## src/rtl/acq_pkg.sv

```systemverilog
package acq_pkg;

   // Mode selection latched at each configuration write
   typedef struct packed {
      logic trig_start;   // gate opens on trigger edge
      logic pre;          // pretrigger: gate opens at write, counter waits for trigger
      logic free;         // ignore the sample counter
   } acq_mode_t;

   localparam int unsigned ACQ_MIN_SYNC = 2;

endpackage

```

## src/rtl/acq_sync_edge.sv

```systemverilog
module acq_sync_edge #(
   parameter int unsigned STAGES  = 2,
   parameter bit          RISE    = 1'b1,
   parameter bit          IDLE_LV = 1'b0
) (
   input  logic clk,
   input  logic rst_n,
   input  logic din,
   output logic pulse
);
   localparam int unsigned LAST = STAGES - 1;

   if (STAGES < acq_pkg::ACQ_MIN_SYNC) begin : g_bad_stages
      $error("acq_sync_edge: STAGES must be at least 2");
   end

   // chain[0..LAST] synchronizer, chain[STAGES] previous synchronized value
   logic [STAGES:0] chain;

   always_ff @(posedge clk or negedge rst_n) begin
      if (!rst_n) chain <= {(STAGES + 1){IDLE_LV}};
      else        chain <= {chain[STAGES-1:0], din};
   end

   if (RISE) begin : g_rise
      assign pulse = chain[LAST] & ~chain[STAGES];
   end else begin : g_fall
      assign pulse = ~chain[LAST] & chain[STAGES];
   end

endmodule

```

## src/rtl/acq_interval_ctr.sv

```systemverilog
module acq_interval_ctr #(
   parameter int unsigned W = 8
) (
   input  logic         clk,
   input  logic         rst_n,
   input  logic         load,
   input  logic [W-1:0] divisor,
   output logic         tick
);
   localparam logic [W-1:0] ONE = W'(1);

   if (W < 1) begin : g_bad_w
      $error("acq_interval_ctr: W must be positive");
   end

   logic [W-1:0] cnt_q;
   logic [W-1:0] div_q;
   logic         run_q;

   assign tick = run_q && (cnt_q == ONE);

   always_ff @(posedge clk or negedge rst_n) begin
      if (!rst_n) begin
         cnt_q <= '0;
         div_q <= '0;
         run_q <= 1'b0;
      end else if (load) begin
         cnt_q <= divisor;
         div_q <= divisor;
         run_q <= 1'b1;
      end else if (run_q) begin
         // zero wraps to all ones, so a zero divisor spans 2^W cycles
         cnt_q <= tick ? div_q : cnt_q - ONE;
      end
   end

endmodule

```

## src/rtl/acq_sample_ctr.sv

```systemverilog
module acq_sample_ctr #(
   parameter int unsigned W = 8
) (
   input  logic         clk,
   input  logic         rst_n,
   input  logic         load,
   input  logic [W-1:0] count,
   input  logic         dec,
   output logic         last
);
   localparam logic [W-1:0] ONE = W'(1);

   if (W < 1) begin : g_bad_w
      $error("acq_sample_ctr: W must be positive");
   end

   logic [W-1:0] rem_q;

   assign last = (rem_q == ONE);

   always_ff @(posedge clk or negedge rst_n) begin
      if (!rst_n)      rem_q <= '0;
      else if (load)   rem_q <= count;
      else if (dec)    rem_q <= rem_q - ONE;
   end

endmodule

```

## src/rtl/acq_conv_ctrl.sv

```systemverilog
module acq_conv_ctrl #(
   parameter int unsigned DIV_W       = 16,
   parameter int unsigned CNT_W       = 16,
   parameter int unsigned SYNC_STAGES = 2
) (
   input  logic             clk,
   input  logic             rst_n,
   input  logic             cfg_wr,
   input  logic             cfg_ext_trig_en,
   input  logic             cfg_pretrig,
   input  logic             cfg_freerun,
   input  logic [DIV_W-1:0] cfg_divisor,
   input  logic [CNT_W-1:0] cfg_samples,
   input  logic             sw_stop,
   input  logic             ext_trig,
   input  logic             ext_conv_n,
   output logic             conv_strobe,
   output logic             busy,
   output logic             done
);
   import acq_pkg::*;

   if (SYNC_STAGES < ACQ_MIN_SYNC) begin : g_bad_sync
      $error("acq_conv_ctrl: SYNC_STAGES below minimum");
   end

   acq_mode_t mode_q;
   logic      mode_free_q;
   logic      gate_q, armed_q, cnt_run_q, term_q, strobe_q;
   logic      trig_rise, conv_fall, tick, last;
   logic      fire, cnt_active, dec, term;

   acq_sync_edge #(.STAGES(SYNC_STAGES), .RISE(1'b1), .IDLE_LV(1'b0)) u_trig (
      .clk(clk), .rst_n(rst_n), .din(ext_trig), .pulse(trig_rise));

   acq_sync_edge #(.STAGES(SYNC_STAGES), .RISE(1'b0), .IDLE_LV(1'b1)) u_conv (
      .clk(clk), .rst_n(rst_n), .din(ext_conv_n), .pulse(conv_fall));

   acq_interval_ctr #(.W(DIV_W)) u_interval (
      .clk(clk), .rst_n(rst_n), .load(cfg_wr), .divisor(cfg_divisor), .tick(tick));

   // conversion requested by either source, passed only through the gate
   assign fire       = gate_q & (tick | conv_fall);
   // pretrigger holds the sample counter until the trigger edge arrives
   assign cnt_active = mode_q.pre ? cnt_run_q : 1'b1;
   assign dec        = fire & cnt_active & ~mode_q.free;
   assign term       = dec & last;

   acq_sample_ctr #(.W(CNT_W)) u_samples (
      .clk(clk), .rst_n(rst_n), .load(cfg_wr), .count(cfg_samples), .dec(dec), .last(last));

   always_ff @(posedge clk or negedge rst_n) begin
      if (!rst_n) begin
         mode_q    <= '0;
         gate_q    <= 1'b0;
         armed_q   <= 1'b0;
         cnt_run_q <= 1'b0;
         term_q    <= 1'b0;
      end else if (cfg_wr) begin
         mode_q.trig_start <= cfg_ext_trig_en & ~cfg_pretrig;
         mode_q.pre        <= cfg_pretrig;
         mode_q.free       <= cfg_freerun;
         gate_q            <= cfg_pretrig;
         armed_q           <= cfg_pretrig | cfg_ext_trig_en;
         cnt_run_q         <= 1'b0;
         term_q            <= 1'b0;
      end else begin
         if (term) begin
            term_q <= 1'b1;
            gate_q <= 1'b0;
         end else if (sw_stop) begin
            gate_q <= 1'b0;
         end else if (trig_rise && armed_q && !term_q) begin
            if (mode_q.pre)             cnt_run_q <= 1'b1;
            else if (mode_q.trig_start) gate_q    <= 1'b1;
         end
         if (trig_rise) armed_q <= 1'b0;
      end
   end

   always_ff @(posedge clk or negedge rst_n) begin
      if (!rst_n) strobe_q <= 1'b0;
      else        strobe_q <= fire;
   end

   assign mode_free_q = mode_q.free;
   assign conv_strobe = strobe_q;
   assign busy        = gate_q;
   assign done        = term_q;

endmodule

```

## config.mk

```make
export PLATFORM = sky130hd
export DESIGN_NAME = acq_conv_ctrl
export DESIGN_NICKNAME = d
export VERILOG_FILES = /design/src/rtl/acq_pkg.sv /design/src/rtl/acq_sync_edge.sv /design/src/rtl/acq_interval_ctr.sv /design/src/rtl/acq_sample_ctr.sv /design/src/rtl/acq_conv_ctrl.sv
export SDC_FILE = /design/constraint.sdc
export NUM_CORES = 1
export LEC_CHECK = 0
export BUFFER_PORTS_ARGS = -buffer_cell sky130_fd_sc_hd__buf_2
export CAP_MARGIN = 20
export CORE_MARGIN = 2
export CORE_UTILIZATION = 40
export DETAILED_ROUTE_END_ITERATION = 10
export SYNTH_ARGS = -nofsm -noshare
export SYNTH_HDL_FRONTEND = slang
export SYNTH_SLANG_ARGS = --single-unit
```

## constraint.sdc

```tcl
create_clock -name clk -period 4.3 [get_ports clk]
set_clock_uncertainty 0.15 [all_clocks]
set_input_delay 0.215 -clock clk [delete_from_list [all_inputs] [get_ports clk]]
set_output_delay 0.215 -clock clk [all_outputs]
set_load 0.01 [all_outputs]
```

==> flow_summary.yaml, run 1 <==
clocking:
  ctsLongestPathBuffers: 2
  postCtsSetupBuffers: 0
  clock_latency_ps: 350
  cts_inserted_buffers: 9
  tritoncts: "yes"
  cts.clk_slew.worst_paths_ps: 80
  postCtsHoldBufs: 37
  htreeDepth: 3
  cts_resized: 0
  clock_sinks: 63
  cts-root-buf: "clkbuf_8"
synthesis:
  synth_top_family_by_area: "simple AND/OR/NAND/NOR gates"
  synthArstFlopShare: 1.00
  ys_warn_count: 0
  yosysMostFrequentCell: "dfrtp_1"
  synth_fp_nets: 387
  synthMuxAreaShare: 0.0538
  yosys-top-cells-count: "60 x dfrtp_1, 29 x nor2_1, 23 x nand2_1, 18 x a31oi_1, 17 x clkbuf_1"
  yosys.area_share.simple: 0.209
  synth_top_area_cell: "dfrtp_1"
  synth_cell_types: 55
  synth-adder-area-share: 0.0151
  synth.top_cell.area_share: 0.454
  synth_area_sq_mm: 0.00330
  synthXorXnorAreaFrac: 0.0159
  synth_compound_gate_area_share: 0.189
  synth_area_leaders: "dfrtp_1 45%, mux2_1 3.7%, a31oi_1 3.4%, nor2_1 3.3%, o31ai_1 3.2%"
  synth_edf_count: 0
  ys.flop_type: "dfrtp_1"
  synth_seq_cells: 63
  synthCells: 342
  synth_seq_area_share: 0.478
  syn_area_per_cell_sq_um: 9.66
setup_path:
  timing.rr.start: "u_interval.cnt_q[6]"
  startpoint_type: "flip-flop"
  r2r_slack_ps: 1480
  cp-startpoint: "u_interval.cnt_q[6]"
  cp_common_cell: "a31oi_1"
  critPathMaxStageDelay_ps: 590
  slowest_stage: "or4_1"
  critical_path_class: "flip-flop to flip-flop"
  cp_cell_sequence: "nor3_1 > and2_1 > a31oi_1 > or4_1 > a31oi_1"
  arrival_ps: 2940
  r2r-end: "u_samples.rem_q[15]"
  reg2regPathDepth: 5
  endpoint_kind: "flip-flop"
  cp_max_fo: 12
  endpoint: "u_samples.rem_q[15]"
  crit_required_ps: 4420
sta:
  relSlewSlack: 0.314
  hold-worst-slack_ps: 2.22
  fin_crit_ps: 2820
  timing.fmax_ghz: 0.355
  final.period_utilization: 0.655
  setup_viol: 0
  grt_setup_unrepaired: "false"
  hold_viol: 0
  fin_setup_tns_ps: 0
  drv_slew: 0
  tightest_slew_ps: 1020
  worst_slack_ps: 1480
placement:
  dp_hpwl_mm: 5.20
  place_ws_ps: 1510
  numPortBuffers: 43
  routabilityCongestion: 0.855
  place_inst: 472
floorplan:
  fp-row-count: 33
  die_height_um: 94.9
  die_area_sq_mm: 0.00900
  coreArea_sq_mm: 0.00809
  die_width_um: 94.9
  start_util: 0.408
  ioPinCount: 44
power:
  power.density_mw_per_mm2: 334
  switchingPower_mw: 0.397
  seqPwrFrac: 0.501
  total_power_mw: 1.38
  switching_share: 0.287
  p_clk_frac: 0.346
  power.leakage_nw: 1.67
  irDropWorstVdd_mv: 0.154
  p_int_mw: 0.987
  pwr-share-comb: 0.153
global_route:
  gr-usage-all-layers: 0.187
  grt_pass1_wl_mm: 12.9
  grt_overflow: 0
  antenna_found_initial: 0
  grt_max_degree: 50
  grt_pass1_vias: 2717
drt:
  routedWlPerCell_um: 14.9
  drt-total-wl_mm: 7.80
  drt-vias-per-instance: 5.63
  num_vias: 2956
  drcViolationCount: 0
  ant_nets: 0
  firstDrtPassIters: 4
  dr.first_iter.drc_count: 174
final_layout:
  layout.cells.non_filler: 525
  area_growth_pct: 25.2
  nNetsFinal: 460
  drive_above_1_share: 0.169
  n_antenna_cell: 0
hold_path:
  min_path_type: "input port to flip-flop"
run_status:
  status: "finished, final reports clean"
run:
  cap_violations: 0
kinds of logic after synthesis:
logic type / Yosys count
simple gates: 126
compound gates: 95
flops: 63
buf+inv: 32
mux: 16
xor+xnor: 6
fa+ha+maj: 4
metrics by stage:
stage                      util  instance area (sq um)
final                     0.511                   4140
after global routing      0.511                   4140
after CTS                 0.511                   4140
after detailed placement  0.443                   3580
after global placement    0.443                   3580
after floorplan               -                   3300
placed cells by master (no fill, tap or decap), types with 3 or more instances in the layout:
cell type / count
nand2_1: 23
a21oi_1: 9
nor2_1: 29
o21ai_0: 10
ha_1: 4
or4_1: 10
nand3_1: 5
nor3b_1: 3
o31ai_1: 14
mux2_2: 3
o41ai_1: 5
dlygate4sd3_1: 37
or3_1: 7
a31oi_1: 18
clkinvlp_4: 3
and3_1: 4
or4b_1: 4
dfstp_2: 3
o21ai_1: 14
nor4_1: 3
buf_2: 43
a22oi_1: 7
o211ai_1: 3
nor3_1: 16
nor2b_1: 3
nand4_1: 4
clkbuf_8: 11
xnor2_1: 6
inv_1: 12
mux2_1: 11
dfrtp_1: 60
worst min-delay path by stage:
stage	depth (start not counted)	start	slack (ps)	end
finish	3	cfg_samples[8]	2	u_samples.rem_q[8]
global route	3	cfg_samples[9]	20	u_samples.rem_q[9]
CTS	3	cfg_samples[8]	0.1	u_samples.rem_q[8]
detailed placement	1	ext_conv_n	170	u_conv.chain[0]
global placement	1	rst_n	170	u_trig.chain[0]
floorplan	0	rst_n	-230	armed_q
power groups by stage:
stage / combinational (mW) / clock (mW) / sequential, mW
after floorplan: 0.127 / 0 / 0.691
after global placement: 0.185 / 0 / 0.702
after detailed placement: 0.188 / 0 / 0.703
after CTS: 0.215 / 0.488 / 0.692
after global routing: 0.242 / 0.517 / 0.702
final: 0.212 / 0.478 / 0.693
final cells by class:
cell class                 instances  area (sq um)
sequential                        63          1580
clock inverter                     5          32.5
multi-input combinational        247          1600
fill                             795          3960
clock buffer                      11           151
inverter                          12          45.0
timing repair buffer              82           601
tap                              105           131
sequential cells by signal, indices dropped and copies added (netlist names), 2 cells and up:
name	flops
u_conv.chain	3
u_interval.div_q	16
u_trig.chain	3
mode_q	2
u_interval.cnt_q	16
u_samples.rem_q	16
critical path: cells and delay by family (launching register included):
kind             cells  cell delay (ps)
AND/OR/NAND/NOR      3             1590
AO/OA/AOI/OAI        2              610
flip-flops           1              390
layer usage:
metal	wire (um)	up-vias	track usage
met2	3480	68	0.277
met4	217	0	0.0894
li1	-	1438	-
met1	3790	1431	0.263
met5	0	-	0
met3	314	19	0.0375
No activity file was read; power rests on OpenSTA's default activity.
==> run 2: changes to the inputs <==
==> constraint.sdc (replaced) <==
create_clock -name clk -period 2.4 [get_ports clk]
set_clock_uncertainty 0.15 [all_clocks]
set_input_delay 0.12 -clock clk [delete_from_list [all_inputs] [get_ports clk]]
set_output_delay 0.12 -clock clk [all_outputs]
set_load 0.01 [all_outputs]
==> run 2 against run 1 <==
Via count up 3.6%. Core utilization grew 3.7 points. Routed wire length is 6.7% higher. Power increased by 92%. Largest cell class unchanged.
==> flow_summary.yaml, run 2 (synthesis results as in run 1) <==
run_status:
  status: "finished, final reports clean"
sta:
  relSlewSlack: 0.636
  hold-worst-slack_ps: 65.9
  fin_setup_tns_ps: 0
  fin_crit_ps: 2300
  drv_slew: 0
  final.period_utilization: 0.956
  tightest_slew_ps: 545
  hold_viol: 0
  timing.fmax_ghz: 0.436
  setup_viol: 0
drt:
  firstDrtPassIters: 5
  dr.first_iter.drc_count: 165
  num_vias: 3061
  ant_nets: 0
  drcViolationCount: 0
  routedWlPerCell_um: 15.0
  drt-total-wl_mm: 8.32
  drt-vias-per-instance: 5.53
clocking:
  cts.clk_slew.worst_paths_ps: 80
  cts_inserted_buffers: 9
  htreeDepth: 3
  postCtsSetupBuffers: 0
  tritoncts: "yes"
  clock_sinks: 63
  cts-root-buf: "clkbuf_8"
  clock_latency_ps: 340
  ctsLongestPathBuffers: 2
power:
  power.leakage_nw: 1.84
  power.density_mw_per_mm2: 597
  irDropWorstVdd_mv: 0.312
final_layout:
  nNetsFinal: 489
  final_core_util: 0.548
  mostFrequentLayoutCells: "60 x dfrtp_1, 43 x buf_2, 40 x dlygate4sd3_1"
  design_area_sq_mm: 0.00444
  n_antenna_cell: 0
  mostFrequentLayoutCell: "dfrtp_1"
  fill_cells: 768
  drive_above_1_share: 0.232
  area_growth_pct: 34.3
  top_regs: "u_interval.cnt_q (16), u_interval.div_q (16), u_samples.rem_q (16)"
  layout.cells.non_filler: 554
placement:
  dp_hpwl_mm: 5.59
  numPortBuffers: 43
  place_inst: 498
  place_area_sq_mm: 0.00379
  routabilityCongestion: 0.844
setup_path:
  critical_path_class: "flip-flop to flip-flop"
  reg2regPathDepth: 6
  arrival_ps: 2420
  endpoint: "u_samples.rem_q[15]"
  cp-startpoint: "u_samples.rem_q[6]"
  timing.rr.start: "u_samples.rem_q[6]"
  r2r_slack_ps: 100
  crit_required_ps: 2520
  cp_max_fo: 7
  endpoint_kind: "flip-flop"
  startpoint_type: "flip-flop"
  r2r-end: "u_samples.rem_q[15]"
global_route:
  grt_pass1_wl_mm: 13.8
  grt_pass1_vias: 2853
  gr-usage-all-layers: 0.200
  antenna_found_initial: 0
  grt_overflow: 0
  grt_max_degree: 64
floorplan:
  die_width_um: 94.9
  die_height_um: 94.9
  fp-row-count: 33
  start_util: 0.408
  ioPinCount: 44
  coreArea_sq_mm: 0.00809
  die_area_sq_mm: 0.00900
run:
  cap_violations: 0
hold_path:
  min_path_type: "input port to flip-flop"
## run 2: what timing repair did
action | 4_1_cts | 5_1_grt
endpoints found under the hold margin | 119 | 0
hold buffers | 40 | 0
setup endpoints to repair | 0 | 14
resized for setup | 0 | 9
## run 2: worst min-delay path by stage
stage                               endpoint   start  cells after the start  slack (ps)
final                     u_samples.rem_q[0]  cfg_wr                      3          70
after global routing      u_samples.rem_q[0]  cfg_wr                      3          70
after CTS                 u_samples.rem_q[0]  cfg_wr                      3          60
after detailed placement     u_trig.chain[0]   rst_n                      2          20
after global placement       u_trig.chain[0]   rst_n                      2          10
after floorplan                      armed_q   rst_n                      0        -330
## run 2: where the power goes
| part | leakage (nW) | switching (mW) | internal (mW) |
|---|---|---|---|
| Sequential | 0.738 | 0.0756 | 1.16 |
| Clock | 0.109 | 0.414 | 0.562 |
| Combinational | 0.996 | 0.221 | 0.218 |
| Total | 1.84 | 0.711 | 1.94 |
## run 2: cell type report
type	count	area [sq um]	area share
Timing Repair Buffer	111	838	0.189
Multi-Input combinational cell	247	1630	0.368
Inverter	12	45.0	0.0102
Clock buffer	13	169	0.0381
Tap cell	105	131	0.0296
Sequential cell	63	1580	0.356
Clock inverter	3	40.0	0.00902
## run 2: per-stage QoR
stage                     setup WS (ps)  power, mW
after floorplan                    4.42       1.47
after global placement             95.0       1.63
after detailed placement           58.5       1.63
after CTS                          4.74       2.66
after global routing              -4.70       2.79
final                               104       2.65
## run 2: routing by layer
metal	vias to the layer above	GRT usage	wire (um)
met2	66	0.296	3820
met3	8	0.0383	377
met5	-	0	0
li1	1495	-	-
met1	1492	0.296	4040
met4	0	0.0628	84
## run 2: worst max-delay path, cell delays in order (launching register included)
cell	delay [ps]
dfrtp_1	400
or3_4	400
buf_4	170
nor3_1	300
nand3b_1	200
or4_1	440
a31oi_1	180
==> run 3: changes to the inputs <==
==> constraint.sdc (replaced) <==
create_clock -name clk -period 2.4 [get_ports clk]
set_clock_uncertainty 0.15 [all_clocks]
set_input_delay 0.48 -clock clk [delete_from_list [all_inputs] [get_ports clk]]
set_output_delay 0.48 -clock clk [all_outputs]
set_load 0.01 [all_outputs]
==> run 3 against run 2 <==
Routed wire length fell by 5.9%. Sequential power barely moved. Combinational power fell by 11%. Critical path depth is 2 higher. Via count is 5.7% lower. Design area shrank 9.6%. Register-to-register slack improved by 40 ps.
==> flow_summary.yaml, run 3 (synthesis results as in run 1) <==
run_status:
  status: "finished, final reports clean"
drt:
  dr.first_iter.drc_count: 174
  drt-vias-per-instance: 5.59
  num_vias: 2885
  routedWlPerCell_um: 15.2
  drcViolationCount: 0
  drt-total-wl_mm: 7.83
  firstDrtPassIters: 4
  ant_nets: 0
power:
  p_int_mw: 1.76
  p_clk_frac: 0.332
  power.density_mw_per_mm2: 606
  irDropWorstVdd_mv: 0.362
  power.leakage_nw: 1.67
  pwr-share-comb: 0.161
  switching_share: 0.277
  seqPwrFrac: 0.506
  switchingPower_mw: 0.674
sta:
  relSlewSlack: 0.686
  final.period_utilization: 0.940
  timing.fmax_ghz: 0.443
  drv_slew: 0
  hold-worst-slack_ps: 2.40
  setup_viol: 0
  grt_setup_unrepaired: "false"
  tightest_slew_ps: 470
  fin_setup_tns_ps: 0
  fin_crit_ps: 2260
  hold_viol: 0
setup_path:
  cp_num_buf_inv: 2
  cp_max_fo: 12
  endpoint_kind: "flip-flop"
  path_delay_family: "simple AND/OR/NAND/NOR gates"
  crit_required_ps: 2510
  cp_cell_sequence: "inv_1 > ha_1 > and3b_2 > and4_4 > a31oi_1 > buf_4 > or4b_1 > a31oi_1"
  slowest_stage: "or4b_1"
  cp_common_cell: "a31oi_1"
  startpoint_type: "flip-flop"
  cp.depth: 8
  critPathMaxStageDelay_ps: 510
  arrival_ps: 2360
  critical_path_class: "flip-flop to flip-flop"
  reg2regPathDepth: 8
global_route:
  use_met3: 0.0343
  antenna_found_initial: 0
  use_met2: 0.272
  gr-usage-all-layers: 0.189
  grt-busiest-layer: "met1"
  grt_overflow: 0
  grt_pass1_wl_mm: 13.2
  use_met1: 0.281
  grt_pass1_vias: 2732
  grt_max_degree: 64
floorplan:
  die_height_um: 94.9
  coreArea_sq_mm: 0.00809
  ioPinCount: 44
  die_width_um: 94.9
  fp-row-count: 33
  die_area_sq_mm: 0.00900
  start_util: 0.408
clocking:
  clock_latency_ps: 330
  cts-root-buf: "clkbuf_8"
  postCtsHoldBufs: 0
  cts_inserted_buffers: 9
  tritoncts: "yes"
  ctsLongestPathBuffers: 2
  clock_sinks: 63
  postCtsSetupBuffers: 0
  cts.clk_slew.worst_paths_ps: 60
  htreeDepth: 3
final_layout:
  area_growth_pct: 21.4
  mostFrequentLayoutCells: "60 x dfrtp_1, 43 x buf_2, 31 x buf_4"
  ff_latch_area_sq_mm: 0.00158
  mostFrequentLayoutCell: "dfrtp_1"
  nNetsFinal: 453
  layout.cells.non_filler: 516
  multi_input_comb_area_sq_mm: 0.00162
  n_antenna_cell: 0
  fill_cells: 806
  top_regs: "u_interval.cnt_q (16), u_interval.div_q (16), u_samples.rem_q (16)"
  design_area_sq_mm: 0.00401
  final_core_util: 0.496
  drive_above_1_share: 0.253
placement:
  dp_hpwl_mm: 5.52
  routabilityCongestion: 0.858
  place_inst: 502
  place_area_sq_mm: 0.00382
  numPortBuffers: 43
run:
  cap_violations: 0
hold_path:
  min_path_type: "input port to asynchronous set/reset pin"
-- run 3: cell count changes in the layout (fill, tap and decap cells not counted), sizes merged --
cell,before,now
buf,71,75
bufinv,1,0
dlygate4sd3,40,0
clkinv,2,1
-- run 3: metrics by stage --
stage / total power [mW] / worst slack, ps
after floorplan: 1.47 / 4.42
after global placement: 1.63 / 82.5
after detailed placement: 1.64 / 25.3
after CTS: 2.45 / 34.8
after global routing: 2.57 / 9.66
final: 2.43 / 144
-- run 3: cell type report --
| cell class | count | area share |
|---|---|---|
| clock buffer | 13 | 0.0396 |
| clock inverter | 1 | 0.00125 |
| inverter | 12 | 0.0112 |
| multi-input combinational | 247 | 0.405 |
| sequential | 63 | 0.394 |
| tap | 105 | 0.0327 |
| timing repair buffer | 75 | 0.117 |
-- run 3: final timing paths --
path / start / end / slack [ps]
max reg2reg: u_interval.cnt_q[1] / u_samples.rem_q[10] / 140
max in group asynchronous: rst_n / u_conv.chain[0] / 1790
min reg2reg: u_trig.chain[0] / u_trig.chain[1] / 210
min: rst_n / u_trig.chain[0] / 2
max: u_interval.cnt_q[1] / u_samples.rem_q[10] / 140
min in group clk: ext_conv_n / u_conv.chain[0] / 90
-- run 3: per-layer routing --
layer | part of all wire | up-vias
met5 | 0 | -
met3 | 0.043 | 9
met2 | 0.44 | 60
met1 | 0.50 | 1390
met4 | 0.018 | 0
li1 | - | 1426
-- run 3: worst reg2reg max path, cell delays in order, from the launching register on --
cell and delay (ps):
dfrtp_1 400, inv_1 100, ha_1 140, and3b_2 210, and4_4 240, a31oi_1 80
buf_4 190, or4b_1 510, a31oi_1 170
-- run 3: power groups by stage --
| stage | Sequential [mW] | Combinational, mW | Clock [mW] |
|---|---|---|---|
| floorplan | 1.24 | 0.228 | 0 |
| CTS | 1.23 | 0.393 | 0.829 |
| global placement | 1.25 | 0.385 | 0 |
| global route | 1.24 | 0.442 | 0.888 |
| finish | 1.23 | 0.392 | 0.808 |
| detailed placement | 1.25 | 0.391 | 0 |
-- run 3: timing repair --
action,4_1_cts,5_1_grt
setup endpoints to repair,0,14
gates resized for setup,0,8
hold endpoints to repair,0,0
